==> config.mk <==
export PLATFORM = sky130hd
export DESIGN_NAME = cache_range_seq
export DESIGN_NICKNAME = d
export VERILOG_FILES = /design/src/rtl/cache_range_pkg.sv /design/src/rtl/crs_op_decode.sv /design/src/rtl/crs_line_walker.sv /design/src/rtl/crs_ctrl.sv /design/src/rtl/cache_range_seq.sv
export SDC_FILE = /design/constraint.sdc
export NUM_CORES = 1
export LEC_CHECK = 0
export CAP_MARGIN = 20
export CORE_AREA = 2 2 167 169
export DETAILED_ROUTE_END_ITERATION = 10
export DIE_AREA = 0 0 169 171
export DONT_BUFFER_PORTS = 1
export PLACE_DENSITY = 0.4
export SLEW_MARGIN = 20
export SYNTH_ARGS = -nofsm -noshare
export SYNTH_HDL_FRONTEND = slang
export SYNTH_SLANG_ARGS = --single-unit
==> constraint.sdc <==
create_clock -name clk -period 6.57 [get_ports clk]
set_input_delay 1.6425 -clock clk [delete_from_list [all_inputs] [get_ports clk]]
set_output_delay 1.6425 -clock clk [all_outputs]
set_load 0.005 [all_outputs]
==> src/rtl/cache_range_pkg.sv <==
package cache_range_pkg;

  typedef enum logic [2:0] {
    OP_INV_I    = 3'd0,
    OP_INV_D    = 3'd1,
    OP_CLN_D    = 3'd2,
    OP_CLNINV_D = 3'd3,
    OP_PF_I     = 3'd4,
    OP_PF_D     = 3'd5
  } rng_op_e;

  typedef struct packed {
    logic valid;
    logic prefetch;
  } op_class_t;

endpackage

==> src/rtl/crs_op_decode.sv <==
module crs_op_decode
  import cache_range_pkg::*;
(
  input  logic [2:0] op_i,
  output op_class_t  cls_o
);

  always_comb begin
    cls_o = '0;
    case (op_i)
      OP_INV_I, OP_INV_D, OP_CLN_D, OP_CLNINV_D: cls_o.valid = 1'b1;
      OP_PF_I, OP_PF_D: begin
        cls_o.valid    = 1'b1;
        cls_o.prefetch = 1'b1;
      end
      default: cls_o = '0;
    endcase
  end

endmodule

==> src/rtl/crs_line_walker.sv <==
module crs_line_walker #(
  parameter int LINE_W = 27
) (
  input  logic              clk,
  input  logic              rst_n,
  input  logic              load_i,
  input  logic [LINE_W-1:0] start_line_i,
  input  logic [LINE_W-1:0] end_line_i,
  input  logic              step_i,
  output logic [LINE_W-1:0] cur_line_o,
  output logic [LINE_W-1:0] end_line_o,
  output logic              last_o,
  output logic              empty_o
);

  logic [LINE_W-1:0] cur_q, cur_d;
  logic [LINE_W-1:0] end_q, end_d;
  logic              cur_en;

  assign empty_o = start_line_i > end_line_i;

  always_comb begin
    cur_en = load_i | step_i;
    cur_d  = cur_q;
    end_d  = end_q;
    if (load_i) begin
      cur_d = start_line_i;
      end_d = end_line_i;
    end else if (step_i) begin
      cur_d = cur_q + LINE_W'(1);
    end
  end

  always_ff @(posedge clk or negedge rst_n) begin
    if (!rst_n) begin
      cur_q <= '0;
      end_q <= '0;
    end else if (cur_en) begin
      cur_q <= cur_d;
      end_q <= end_d;
    end
  end

  assign cur_line_o = cur_q;
  assign end_line_o = end_q;
  assign last_o     = cur_q == end_q;

endmodule

==> src/rtl/crs_ctrl.sv <==
module crs_ctrl #(
  parameter int ADDR_W   = 32,
  parameter int LINE_OFF = 5,
  parameter int PC_STEP  = 4,
  localparam int LINE_W  = ADDR_W - LINE_OFF
) (
  input  logic                   clk,
  input  logic                   rst_n,
  input  logic                   start_i,
  input  logic [2:0]             op_i,
  input  logic [ADDR_W-1:0]      launch_pc_i,
  input  cache_range_pkg::op_class_t cls_i,
  input  logic                   empty_i,
  input  logic                   stop_pf_i,
  input  logic                   line_ack_i,
  input  logic                   fault_i,
  input  logic                   irq_i,
  input  logic [LINE_W-1:0]      cur_line_i,
  input  logic                   last_i,
  output logic                   load_o,
  output logic                   step_o,
  output logic                   walk_o,
  output logic [2:0]             op_o,
  output logic                   busy_o,
  output logic                   done_o,
  output logic                   abort_o,
  output logic [ADDR_W-1:0]      abort_addr_o,
  output logic                   restart_o,
  output logic [ADDR_W-1:0]      restart_pc_o
);

  logic              walk_q, walk_d;
  logic              pf_q, pf_d;
  logic [2:0]        op_q, op_d;
  logic [ADDR_W-1:0] pc_q, pc_d;
  logic              cmd_en;
  logic              done_q, done_d;
  logic              abort_q, abort_d;
  logic              restart_q, restart_d;
  logic [ADDR_W-1:0] abort_addr_q, abort_addr_d;
  logic [ADDR_W-1:0] restart_pc_q, restart_pc_d;
  logic              abort_en, restart_en;
  logic              accept;

  // A new command is taken when idle or when it pre-empts a prefetch.
  assign accept = start_i && cls_i.valid && (!walk_q || pf_q);

  always_comb begin
    walk_d       = walk_q;
    pf_d         = pf_q;
    op_d         = op_q;
    pc_d         = pc_q;
    cmd_en       = 1'b0;
    load_o       = 1'b0;
    step_o       = 1'b0;
    done_d       = 1'b0;
    abort_d      = 1'b0;
    restart_d    = 1'b0;
    abort_en     = 1'b0;
    restart_en   = 1'b0;
    abort_addr_d = {cur_line_i, {LINE_OFF{1'b0}}};
    restart_pc_d = pc_q + ADDR_W'(PC_STEP);
    if (accept) begin
      cmd_en = 1'b1;
      walk_d = !empty_i;
      load_o = !empty_i;
      pf_d   = cls_i.prefetch;
      op_d   = op_i;
      pc_d   = launch_pc_i;
    end else if (walk_q) begin
      if (pf_q) begin
        if (stop_pf_i || fault_i) begin
          walk_d = 1'b0;
        end else if (line_ack_i) begin
          if (last_i) begin
            walk_d = 1'b0;
            done_d = 1'b1;
          end else begin
            step_o = 1'b1;
          end
        end
      end else begin
        if (irq_i) begin
          walk_d     = 1'b0;
          restart_d  = 1'b1;
          restart_en = 1'b1;
        end else if (fault_i) begin
          walk_d   = 1'b0;
          abort_d  = 1'b1;
          abort_en = 1'b1;
        end else if (line_ack_i) begin
          if (last_i) begin
            walk_d = 1'b0;
            done_d = 1'b1;
          end else begin
            step_o = 1'b1;
          end
        end
      end
    end
  end

  always_ff @(posedge clk or negedge rst_n) begin
    if (!rst_n) begin
      walk_q    <= 1'b0;
      done_q    <= 1'b0;
      abort_q   <= 1'b0;
      restart_q <= 1'b0;
    end else begin
      walk_q    <= walk_d;
      done_q    <= done_d;
      abort_q   <= abort_d;
      restart_q <= restart_d;
    end
  end

  always_ff @(posedge clk or negedge rst_n) begin
    if (!rst_n) begin
      pf_q <= 1'b0;
      op_q <= '0;
      pc_q <= '0;
    end else if (cmd_en) begin
      pf_q <= pf_d;
      op_q <= op_d;
      pc_q <= pc_d;
    end
  end

  always_ff @(posedge clk or negedge rst_n) begin
    if (!rst_n) begin
      abort_addr_q <= '0;
    end else if (abort_en) begin
      abort_addr_q <= abort_addr_d;
    end
  end

  always_ff @(posedge clk or negedge rst_n) begin
    if (!rst_n) begin
      restart_pc_q <= '0;
    end else if (restart_en) begin
      restart_pc_q <= restart_pc_d;
    end
  end

  assign walk_o       = walk_q;
  assign op_o         = op_q;
  assign busy_o       = walk_q && pf_q;
  assign done_o       = done_q;
  assign abort_o      = abort_q;
  assign abort_addr_o = abort_addr_q;
  assign restart_o    = restart_q;
  assign restart_pc_o = restart_pc_q;

  // at most one completion event per cycle
  a_r4_single_event: assert property (@(posedge clk) disable iff (!rst_n)
    $onehot0({done_q, abort_q, restart_q}));

  // an abort only follows a blocking walk
  a_r9_abort_blocking_only: assert property (@(posedge clk) disable iff (!rst_n)
    $rose(abort_q) |-> $past(walk_q && !pf_q));

  // a restart leaves the sequencer idle
  a_r10_restart_idle: assert property (@(posedge clk) disable iff (!rst_n)
    restart_q |-> !walk_q);

  // stop ends a running prefetch
  a_r7_stop_ends_prefetch: assert property (@(posedge clk) disable iff (!rst_n)
    (walk_q && pf_q && stop_pf_i && !start_i) |=> !walk_q);

  // a blocking walk keeps its operation despite new commands
  a_r6_blocking_keeps_op: assert property (@(posedge clk) disable iff (!rst_n)
    (walk_q && !pf_q && walk_d) |=> $stable(op_q));

endmodule

==> src/rtl/cache_range_seq.sv <==
module cache_range_seq
  import cache_range_pkg::*;
#(
  parameter int ADDR_W     = 32,
  parameter int LINE_BYTES = 32,
  parameter int PC_STEP    = 4
) (
  input  logic              clk,
  input  logic              rst_n,
  input  logic              start_i,
  input  logic [2:0]        start_op_i,
  input  logic [ADDR_W-1:0] start_addr_i,
  input  logic [ADDR_W-1:0] end_addr_i,
  input  logic [ADDR_W-1:0] launch_pc_i,
  input  logic              stop_pf_i,
  input  logic              line_ack_i,
  input  logic              fault_i,
  input  logic              irq_i,
  output logic              line_req_o,
  output logic [ADDR_W-1:0] line_addr_o,
  output logic [2:0]        line_op_o,
  output logic              busy_o,
  output logic              done_o,
  output logic              abort_o,
  output logic [ADDR_W-1:0] abort_addr_o,
  output logic              restart_o,
  output logic [ADDR_W-1:0] restart_pc_o
);

  localparam int LINE_OFF = $clog2(LINE_BYTES);
  localparam int LINE_W   = ADDR_W - LINE_OFF;

  // asynchronous assertion, synchronous release
  logic [1:0] rst_sync_q;
  logic       rst_ni;

  always_ff @(posedge clk or negedge rst_n) begin
    if (!rst_n) rst_sync_q <= 2'b00;
    else        rst_sync_q <= {rst_sync_q[0], 1'b1};
  end
  assign rst_ni = rst_sync_q[1];

  op_class_t         cls;
  logic              load, step, walk, last, empty;
  logic [LINE_W-1:0] cur_line, end_line;

  crs_op_decode u_dec (
    .op_i  (start_op_i),
    .cls_o (cls)
  );

  crs_line_walker #(.LINE_W(LINE_W)) u_walk (
    .clk          (clk),
    .rst_n        (rst_ni),
    .load_i       (load),
    .start_line_i (start_addr_i[ADDR_W-1:LINE_OFF]),
    .end_line_i   (end_addr_i[ADDR_W-1:LINE_OFF]),
    .step_i       (step),
    .cur_line_o   (cur_line),
    .end_line_o   (end_line),
    .last_o       (last),
    .empty_o      (empty)
  );

  crs_ctrl #(.ADDR_W(ADDR_W), .LINE_OFF(LINE_OFF), .PC_STEP(PC_STEP)) u_ctrl (
    .clk          (clk),
    .rst_n        (rst_ni),
    .start_i      (start_i),
    .op_i         (start_op_i),
    .launch_pc_i  (launch_pc_i),
    .cls_i        (cls),
    .empty_i      (empty),
    .stop_pf_i    (stop_pf_i),
    .line_ack_i   (line_ack_i),
    .fault_i      (fault_i),
    .irq_i        (irq_i),
    .cur_line_i   (cur_line),
    .last_i       (last),
    .load_o       (load),
    .step_o       (step),
    .walk_o       (walk),
    .op_o         (line_op_o),
    .busy_o       (busy_o),
    .done_o       (done_o),
    .abort_o      (abort_o),
    .abort_addr_o (abort_addr_o),
    .restart_o    (restart_o),
    .restart_pc_o (restart_pc_o)
  );

  assign line_req_o  = walk;
  assign line_addr_o = {cur_line, {LINE_OFF{1'b0}}};

  // an active walk never passes its end line
  a_r1_within_range: assert property (@(posedge clk) disable iff (!rst_ni)
    walk |-> (cur_line <= end_line));

  // without acceptance or another event the request holds its address
  a_r3_hold_without_ack: assert property (@(posedge clk) disable iff (!rst_ni)
    (walk && !line_ack_i && !fault_i && !irq_i && !start_i && !stop_pf_i)
      |=> (line_req_o && $stable(line_addr_o)));

  // busy only while a request is presented
  a_r5_busy_with_req: assert property (@(posedge clk) disable iff (!rst_ni)
    busy_o |-> line_req_o);

endmodule

; After elaboration in Yosys (flattened, before gate mapping)
; Index checks and enable logic that the tools add are counted.
[op_classes]
n_bitwise = 1
add_sub_neg = 2
order_cmp = 1
eq_ne = 6
mux = 38
n_reduce_logical = 14
[ops]
columns = cell, n
row1 = $mux W27, 2
row2 = $mux W1, 36
row3 = $add A32 B3 Y32 const B, 1
row4 = $add A27 B1 Y27 const B, 1
row5 = $eq A27 B27 Y1, 1
row6 = $gt A27 B27 Y1, 1
row7 = $eq A3 B2 Y1 const B, 2
row8 = $eq A3 B3 Y1 const B, 2
row9 = $reduce_and A2 Y1, 3
row10 = $reduce_or A6 Y1, 1
row11 = $eq A3 B1 Y1 const B, 1
row12 = $logic_and A1 B1 Y1, 3
row13 = $logic_not A3 Y1, 1
row14 = $logic_not A1 Y1, 2
row15 = $logic_or A1 B1 Y1, 2
row16 = $reduce_bool A2 Y1, 1
row17 = $reduce_or A2 Y1, 1
row18 = $or A1 B1 Y1, 1
[word_totals]
out_inout_bits = 104
input_bits = 106
ff_bits = 155

; Longest topological paths before layout
; Gate-level depths: netlist of run 1.
[logic_depth]
ltp_word = 10
mapped_depth = 11

; Cells and area by module
; From an unflattened synthesis of run 1, not the netlist that was laid out.
[hier_totals]
hier_cells = 809
area_unflattened_um2 = 7900.1
[by_module_without_submodules]
columns = mod, area_each_um2, cells_each, seq_area_each_um2, n_inst
row1 = crs_ctrl, 4262.8, 425, 2477.4, 1
row2 = crs_line_walker, 3524.6, 373, 1351.3, 1
row3 = cache_range_seq, 95.1, 9, 50.0, 1
row4 = crs_op_decode, 17.5, 2, 0.0, 1

; Least setup slack after synthesis of run 1
; Ideal clock, no wire load.
[synth_timing]
path_type = input port to flip-flop
from = input end_addr_i[17]
to = register u_walk.end_q[22], in the netlist u_walk.end_line_o[22]
setup_ns = 0.125
path_buffers = 2
stages = 10
arrival_ns = 3.574
slack_ns = 2.871
path_cell_list = inv_1 -> ha_1 -> a21o_1 -> a221o_1 -> a211oi_1 -> nand3_1 -> o21ai_4 -> buf_6 -> buf_6 -> mux2_2
[synth_via]
elab_chain_cells = 5
[synth_lines]
columns = element, line
row1 = from (decl), cache_range_seq.sv:13  ; input logic [ADDR_W-1:0] end_addr_i,
row2 = $gt A27 B27 Y1 (*), crs_line_walker.sv:20  ; assign empty_o = start_line_i > end_line_i;
row3 = $logic_not A1 Y1 (*), crs_ctrl.sv:66  ; load_o = !empty_i;
row4 = $mux W1 (*), crs_ctrl.sv:63  ; if (accept) begin
row5 = $or A1 B1 Y1, crs_line_walker.sv:23  ; cur_en = load_i | step_i;
row6 = $reduce_and A2 Y1 (no line) (*), --
row7 = to (signal assigned), crs_line_walker.sv:40  ; end_q <= end_d;
row8 = to (decl), crs_line_walker.sv:17  ; logic [LINE_W-1:0] end_q, end_d;
; Every way passes the cells marked *; elsewhere a longest branch is shown, timed or not.
; A chain may end at the register's enable or synchronous reset.

; Worst setup path in the final report of run 1
[layout_timing]
from = input end_addr_i[27]
to = register u_walk.end_q[16], in the netlist u_walk.end_line_o[16]
; Same word-level chain as after synthesis.

==> results of run 1 <==
-- cell usage after synthesis, drive strengths merged, types with 2 or more instances --
library cell and count:
o2bb2ai 3, nand2b 5, a21bo 3, xor2 47, or4 2, nor3 9
nor2 23, a21oi 22, nand2 183, buf 26, clkbuf 16, and4 2
a211oi 2, a21o 3, nand3 24, or2 4, conb 2, inv 34
mux2i 2, nor2b 3, xnor2 18, o21ai 50, nor3b 3, a211o 2
nor4 7, nand3b 2, or3 6, a221o 14, a31oi 2, ha 29
mux2 54, nand4 13, and2 3, and3 12, dfrtp 155
-- final cells by class --
class / count / area, µm²
Inverter: 35 / 131.4
Sequential cell: 155 / 3882
Timing Repair Buffer: 7 / 72.57
Clock buffer: 19 / 442.9
Clock inverter: 13 / 181.4
Tap cell: 346 / 432.9
Fill cell: 2785 / 18440
Multi-Input combinational cell: 572 / 3736
-- worst max-delay path: cells and delay by family --
kind	cells	cell delay (ns)
multiplexers	1	0.38
AND/OR/NAND/NOR	4	1.32
AO/OA/AOI/OAI	1	0.31
buffers and inverters	3	0.61
adder cells (fa/ha/maj)	1	0.30
-- through the flow --
| step | util (%) | setup WS, ns | power, µW | instances |
|---|---|---|---|---|
| 3_3_place_gp | 30.11 | 1.621 | 2165 | 1114 |
| 4_1_cts | 32.50 | 2.289 | 3266 | 1147 |
| 3_5_place_dp | 30.21 | 1.835 | 2190 | 1115 |
| 5_1_grt | 32.50 | 2.139 | 3416 | 1147 |
| 6_report | 32.50 | 2.294 | 3206 | 1147 |
| 2_1_floorplan | - | 1.931 | 1975 | 804 |
-- registers in the layout, summed over array words and instances, names as in the netlist --
name and count:
rst_sync_q 2, u_ctrl.abort_addr_o 27, u_ctrl.abort_o 1, u_ctrl.done_o 1
u_ctrl.op_o 3, u_ctrl.pc_q 32, u_ctrl.pf_q 1, u_ctrl.restart_o 1
u_ctrl.restart_pc_o 32, u_ctrl.walk_o 1, u_walk.cur_line_o 27, u_walk.end_line_o 27
-- how the worst min path moves through the flow --
stage	depth (start not counted)	slack (ns)	to
after detailed placement	0	0.34	rst_sync_q[1]
after CTS	0	0.35	rst_sync_q[1]
final	0	0.35	u_ctrl.abort_addr_o[8]
after floorplan	0	0.33	rst_sync_q[1]
after global routing	0	0.37	rst_sync_q[1]
after global placement	0	0.34	rst_sync_q[1]
-- logic make-up (layout without fill, tap and decap cells) --
logic type | count (synthesis) | in the layout | synth area share, %
AOI/OAI and AO/OA | 107 | 107 | 8.785
xor gates and xnor gates | 65 | 65 | 7.125
adders and majority gates | 29 | 29 | 4.541
buffers and inverters | 77 | 74 | 5.183
DFF | 155 | 155 | 48.54
muxes | 56 | 56 | 7.861
other | 2 | 11 | 0.09399
and+or+nand+nor | 304 | 304 | 17.87
-- layer usage --
layer  up-vias  GRT usage [%]
li1       2657              -
met2       147          25.25
met3        15          6.084
met4         0          3.976
met5         -              0
met1      2705          18.39
-- where the power goes --
part,total (µW),switching (µW),internal [µW]
Combinational,559,275,283
Clock,1060,437,621
Sequential,1590,342,1250
Total,3210,1050,2150
==> impl_metrics.env, run 1 <==
export IMPL_outcome="completed"
export IMPL_clkSlewWorstSetupHoldPaths_ns=0.07
export IMPL_grt_max_degree=64
export IMPL_critPathLaunchType="primary input"
export IMPL_portBuffers=0
export IMPL_synth_top_area_cell="dfrtp_1"
export IMPL_worst_pin_slew_ns=1.041
export IMPL_yosys_warnings=0
export IMPL_route_antenna_remaining_nets=0
export IMPL_synth_flop_cell="dfrtp_1"
export IMPL_syn_inst=795
export IMPL_clock_path_buffers=2
export IMPL_place_gp_congestion=0.8180
export IMPL_grt_pass1_vias=5786
export IMPL_antenna_found_initial=0
export IMPL_layout_common_cells="nand2_1 (183), dfrtp_1 (154), mux2_2 (54)"
export IMPL_boundaryPins=210
export IMPL_finalSetupViolCount=0
export IMPL_r2r_start="u_walk.cur_line_o[6]"
export IMPL_worstSetupEndpointType="flip-flop"
export IMPL_die_w_um=169
export IMPL_worst_slew_margin_rel_pct=30.30
export IMPL_rsz0062_at_grt="false"
export IMPL_period_share_pct=65.09
export IMPL_peakVddDrop_mv=0.1388
export IMPL_wl_per_cell_um=19.01
export IMPL_dr_total_vias=5524
export IMPL_holdWs_ns=0.3482
export IMPL_cp_slowest_cell="nor4_1"
export IMPL_cp_arrival_ns=4.58
export IMPL_die_h_um=171
export IMPL_p_per_area_nw_per_um2=361.0
export IMPL_root_buffer="clkbuf_16"
export IMPL_crit_required_ns=6.87
export IMPL_gr_total_overflow=0
export IMPL_vias_per_cell=4.816
export IMPL_worstSetupStartpoint="end_addr_i[27]"
export IMPL_cts_setup_buffers=0
export IMPL_cts_buffers=17
export IMPL_cp_endpoint="u_walk.end_line_o[16]"
export IMPL_critPathKind="in2reg"
export IMPL_first_iter_violations=273
export IMPL_wl_met1_mm=9.186
export IMPL_grt_pass1_wl_mm=33.67
export IMPL_synth_area_um2=7990
export IMPL_async_flop_share_pct=100.0
export IMPL_min_period_ns=4.276
export IMPL_worst_clock_skew_ns=0.01277
export IMPL_clock_insertion_delay_worst_skew_ns=0.42
export IMPL_synth_edff_count=0
export IMPL_layout_nets=923
export IMPL_finalWirelength_mm=21.81
export IMPL_path_max_fanout=29
export IMPL_start_util_pct=29.24
export IMPL_ys_top_cells_by_area="dfrtp_1 (49%), nand2_1 (8.6%), mux2_2 (7.6%)"
export IMPL_tritoncts_num_sinks=155
export IMPL_rr_endpoint="u_walk.cur_line_o[1]"
export IMPL_hold_class="reg2async"
export IMPL_synth_cell_types=61
export IMPL_cts_resized=0
export IMPL_row_count=61
export IMPL_design_core_area_um2=27320
export IMPL_r2r_cells=6
export IMPL_cts_tree="yes"
export IMPL_drc=0
export IMPL_area_growth_pct=11.13
export IMPL_dp_hpwl_mm=15.94
export IMPL_max_freq_mhz=233.8
export IMPL_crit_top_cell="nand4_1"
export IMPL_drive_above_1_share_pct=14.48
export IMPL_hold_viol_final=0
export IMPL_drv_cap=0
export IMPL_dr_wl_met2_mm=10.52
export IMPL_fin_setup_tns_ns=0
export IMPL_wl_met3_mm=1.868
export IMPL_final_common_cell="nand2_1"
export IMPL_first_pass_iters=4
export IMPL_post_dp_cell_area_um2=8255
export IMPL_die_area_um2=28900
export IMPL_cp_cell_sequence="inv_1, ha_1, nand4_1, nor4_1, and4_1, nand4_1, o21ai_4, buf_16, buf_4, mux2_2"
export IMPL_postCtsHoldBufs=0
export IMPL_htree_levels=4
export IMPL_diodes=0
export IMPL_synth_avg_cell_area_um2=10.05
export IMPL_ys_ff_latch=155
export IMPL_slowest_delay_ns=0.64
export IMPL_fin_area_um2=8880
export IMPL_synth_top_area_share_pct=48.54
export IMPL_leakage_uw=0.004009
export IMPL_highest_signal_layer="met4"
export IMPL_drv_slew=0
export IMPL_yosysSeqAreaShare_pct=48.54
export IMPL_r2r_slack_ns=3.12
export IMPL_grt_total_usage_pct=15.20
Power figures use the tool's default switching activity.
==> inputs of run 2 (changes only) <==
- PLACE_DENSITY: 0.4 -> 0.42
- clock period: 6.57 -> 3.9 ns (I/O delays scaled with it)
==> run 2 against run 1 <==
Die area did not move. Sequential power rose by 65%. Routed wire length fell by 0.20%. Via count fell by 0.47%. Combinational power rose by 81%. Clock power rose by 55%. Final area rose by 0.62%. Clock-buffer cell count fell by 1. Critical path depth fell by 1. Highest routed layer unchanged.
==> impl_metrics.env, run 2 (same netlist as run 1, synthesis figures left out) <==
export IMPL_vias_per_cell=4.744
export IMPL_p_per_area_nw_per_um2=591.1
export IMPL_postCtsHoldBufs=0
export IMPL_grt_pass1_wl_mm=33.49
export IMPL_holdWs_ns=0.2428
export IMPL_r2r_start="u_walk.cur_line_o[5]"
export IMPL_path_max_fanout=14
export IMPL_grt_max_degree=75
export IMPL_critPathLaunchType="primary input"
export IMPL_cts_setup_buffers=0
export IMPL_grt_total_usage_pct=15.27
export IMPL_die_h_um=171
export IMPL_route_antenna_remaining_nets=0
export IMPL_dp_slack_ns=0.3715
export IMPL_finalNonFillerCells=1159
export IMPL_design_core_area_um2=27320
export IMPL_crit_required_ns=4.21
export IMPL_max_freq_mhz=327.2
export IMPL_p_int_uw=3468
export IMPL_drv_slew=0
export IMPL_dr_total_vias=5498
export IMPL_area_growth_pct=11.82
export IMPL_worst_pin_slew_ns=0.7432
export IMPL_worstSetupStartpoint="end_addr_i[17]"
export IMPL_worstSetupEndpointType="flip-flop"
export IMPL_tritoncts_num_sinks=155
export IMPL_htree_levels=4
export IMPL_antenna_found_initial=0
export IMPL_cp_cell_sequence="inv_1, ha_1, a21o_1, a221o_1, a211oi_1, nand3_1, o21ai_4, buf_4, mux2_2"
export IMPL_clkSlewWorstSetupHoldPaths_ns=0.07
export IMPL_p_sw_uw=1814
export IMPL_drv_cap=0
export IMPL_die_area_um2=28900
export IMPL_cts_tree="yes"
export IMPL_min_period_ns=3.057
export IMPL_leakage_uw=0.004051
export IMPL_crit_family="compound AO/OA/AOI/OAI gates"
export IMPL_hold_viol_final=0
export IMPL_clockPowerShare_pct=31.0
export IMPL_layout_nets=935
export IMPL_slowest_delay_ns=0.48
export IMPL_rsz0062_at_grt="false"
export IMPL_worst_slew_margin_rel_pct=50.22
export IMPL_final_common_cell="nand2_1"
export IMPL_finalPower_uw=5281
export IMPL_die_w_um=169
export IMPL_hold_class="in2async"
export IMPL_cp_slowest_cell="o21ai_4"
export IMPL_grt_pass1_vias=5603
export IMPL_period_share_pct=78.37
export IMPL_boundaryPins=210
export IMPL_start_util_pct=29.24
export IMPL_worst_clock_skew_ns=0.01413
export IMPL_gr_total_overflow=0
export IMPL_root_buffer="clkbuf_16"
export IMPL_diodes=0
export IMPL_peakVddDrop_mv=0.2199
export IMPL_finalSetupViolCount=0
export IMPL_seq_power_share_pct=49.8
export IMPL_first_pass_iters=4
export IMPL_outcome="completed"
export IMPL_cts_buffers=17
export IMPL_first_iter_violations=276
export IMPL_place_gp_congestion=0.7479
export IMPL_power_share_combinational_pct=19.2
export IMPL_row_count=61
export IMPL_drc=0
export IMPL_dp_cells=1126
export IMPL_fin_setup_tns_ns=0
export IMPL_worst_slack_ns=0.8435
export IMPL_cts_resized=0
export IMPL_wl_per_cell_um=18.78
export IMPL_layout_common_cells="nand2_1 (183), dfrtp_1 (154), mux2_2 (54)"
export IMPL_clock_path_buffers=2
export IMPL_clock_insertion_delay_worst_skew_ns=0.43
export IMPL_drive_above_1_share_pct=15.87
export IMPL_portBuffers=0
export IMPL_dp_hpwl_mm=15.93
export IMPL_netSwitchingFraction_pct=34.34
export IMPL_cp_arrival_ns=3.37
export IMPL_critPathKind="in2reg"
export IMPL_finalWirelength_mm=21.76
export IMPL_cp_num_buf_inv=2
run 2: cell count changes in the layout (fill, tap and decap cells not counted), sizes merged:
cell | previous run | this run
clkinv | 4 | 5
bufinv | 3 | 0
buf | 7 | 19
clkbuf | 19 | 18
inv | 40 | 43
run 2: power by group through the flow:
stage	Sequential, µW	Combinational, µW	Clock [µW]
4_1_cts	2650	1040	1700
2_1_floorplan	2510	814	0
3_5_place_dp	2680	1040	0
3_3_place_gp	2670	1020	0
6_report	2630	1010	1640
5_1_grt	2720	1150	1760
run 2: path summary, 6_finish.rpt:
| check | end | slack [ns] | cells past startpoint |
|---|---|---|---|
| worst max-delay path | u_walk.end_line_o[10] | 0.84 | 9 |
| worst min-delay path | rst_sync_q[1] | 0.24 | 0 |
| worst max register to register | u_walk.cur_line_o[25] | 0.87 | 6 |
| worst min register to register | rst_sync_q[1] | 0.36 | 0 |
| max in group asynchronous | u_ctrl.abort_addr_o[31] | 2.58 | 1 |
| min in group clk | rst_sync_q[1] | 0.36 | 0 |
run 2: final cells by class:
class | instances | area [µm²]
Fill cell | 2847 | 18390
Tap cell | 346 | 432.9
Clock inverter | 14 | 125.1
Inverter | 35 | 131.4
Timing Repair Buffer | 19 | 187.7
Sequential cell | 155 | 3882
Clock buffer | 18 | 439.2
Multi-Input combinational cell | 572 | 3736
run 2: through the flow:
stage | utilization, % | instance area [µm²]
6_report | 32.70 | 8935
5_1_grt | 32.70 | 8935
4_1_cts | 32.64 | 8920
3_5_place_dp | 30.58 | 8356
3_3_place_gp | 30.58 | 8356
2_1_floorplan | - | 8025
run 2: metal layers:
layer | global-route usage, % | share of wire [%]
met5 | 0 | 0
met4 | 4.980 | 1.6
met3 | 5.505 | 8.4
met2 | 24.06 | 45
met1 | 19.53 | 45
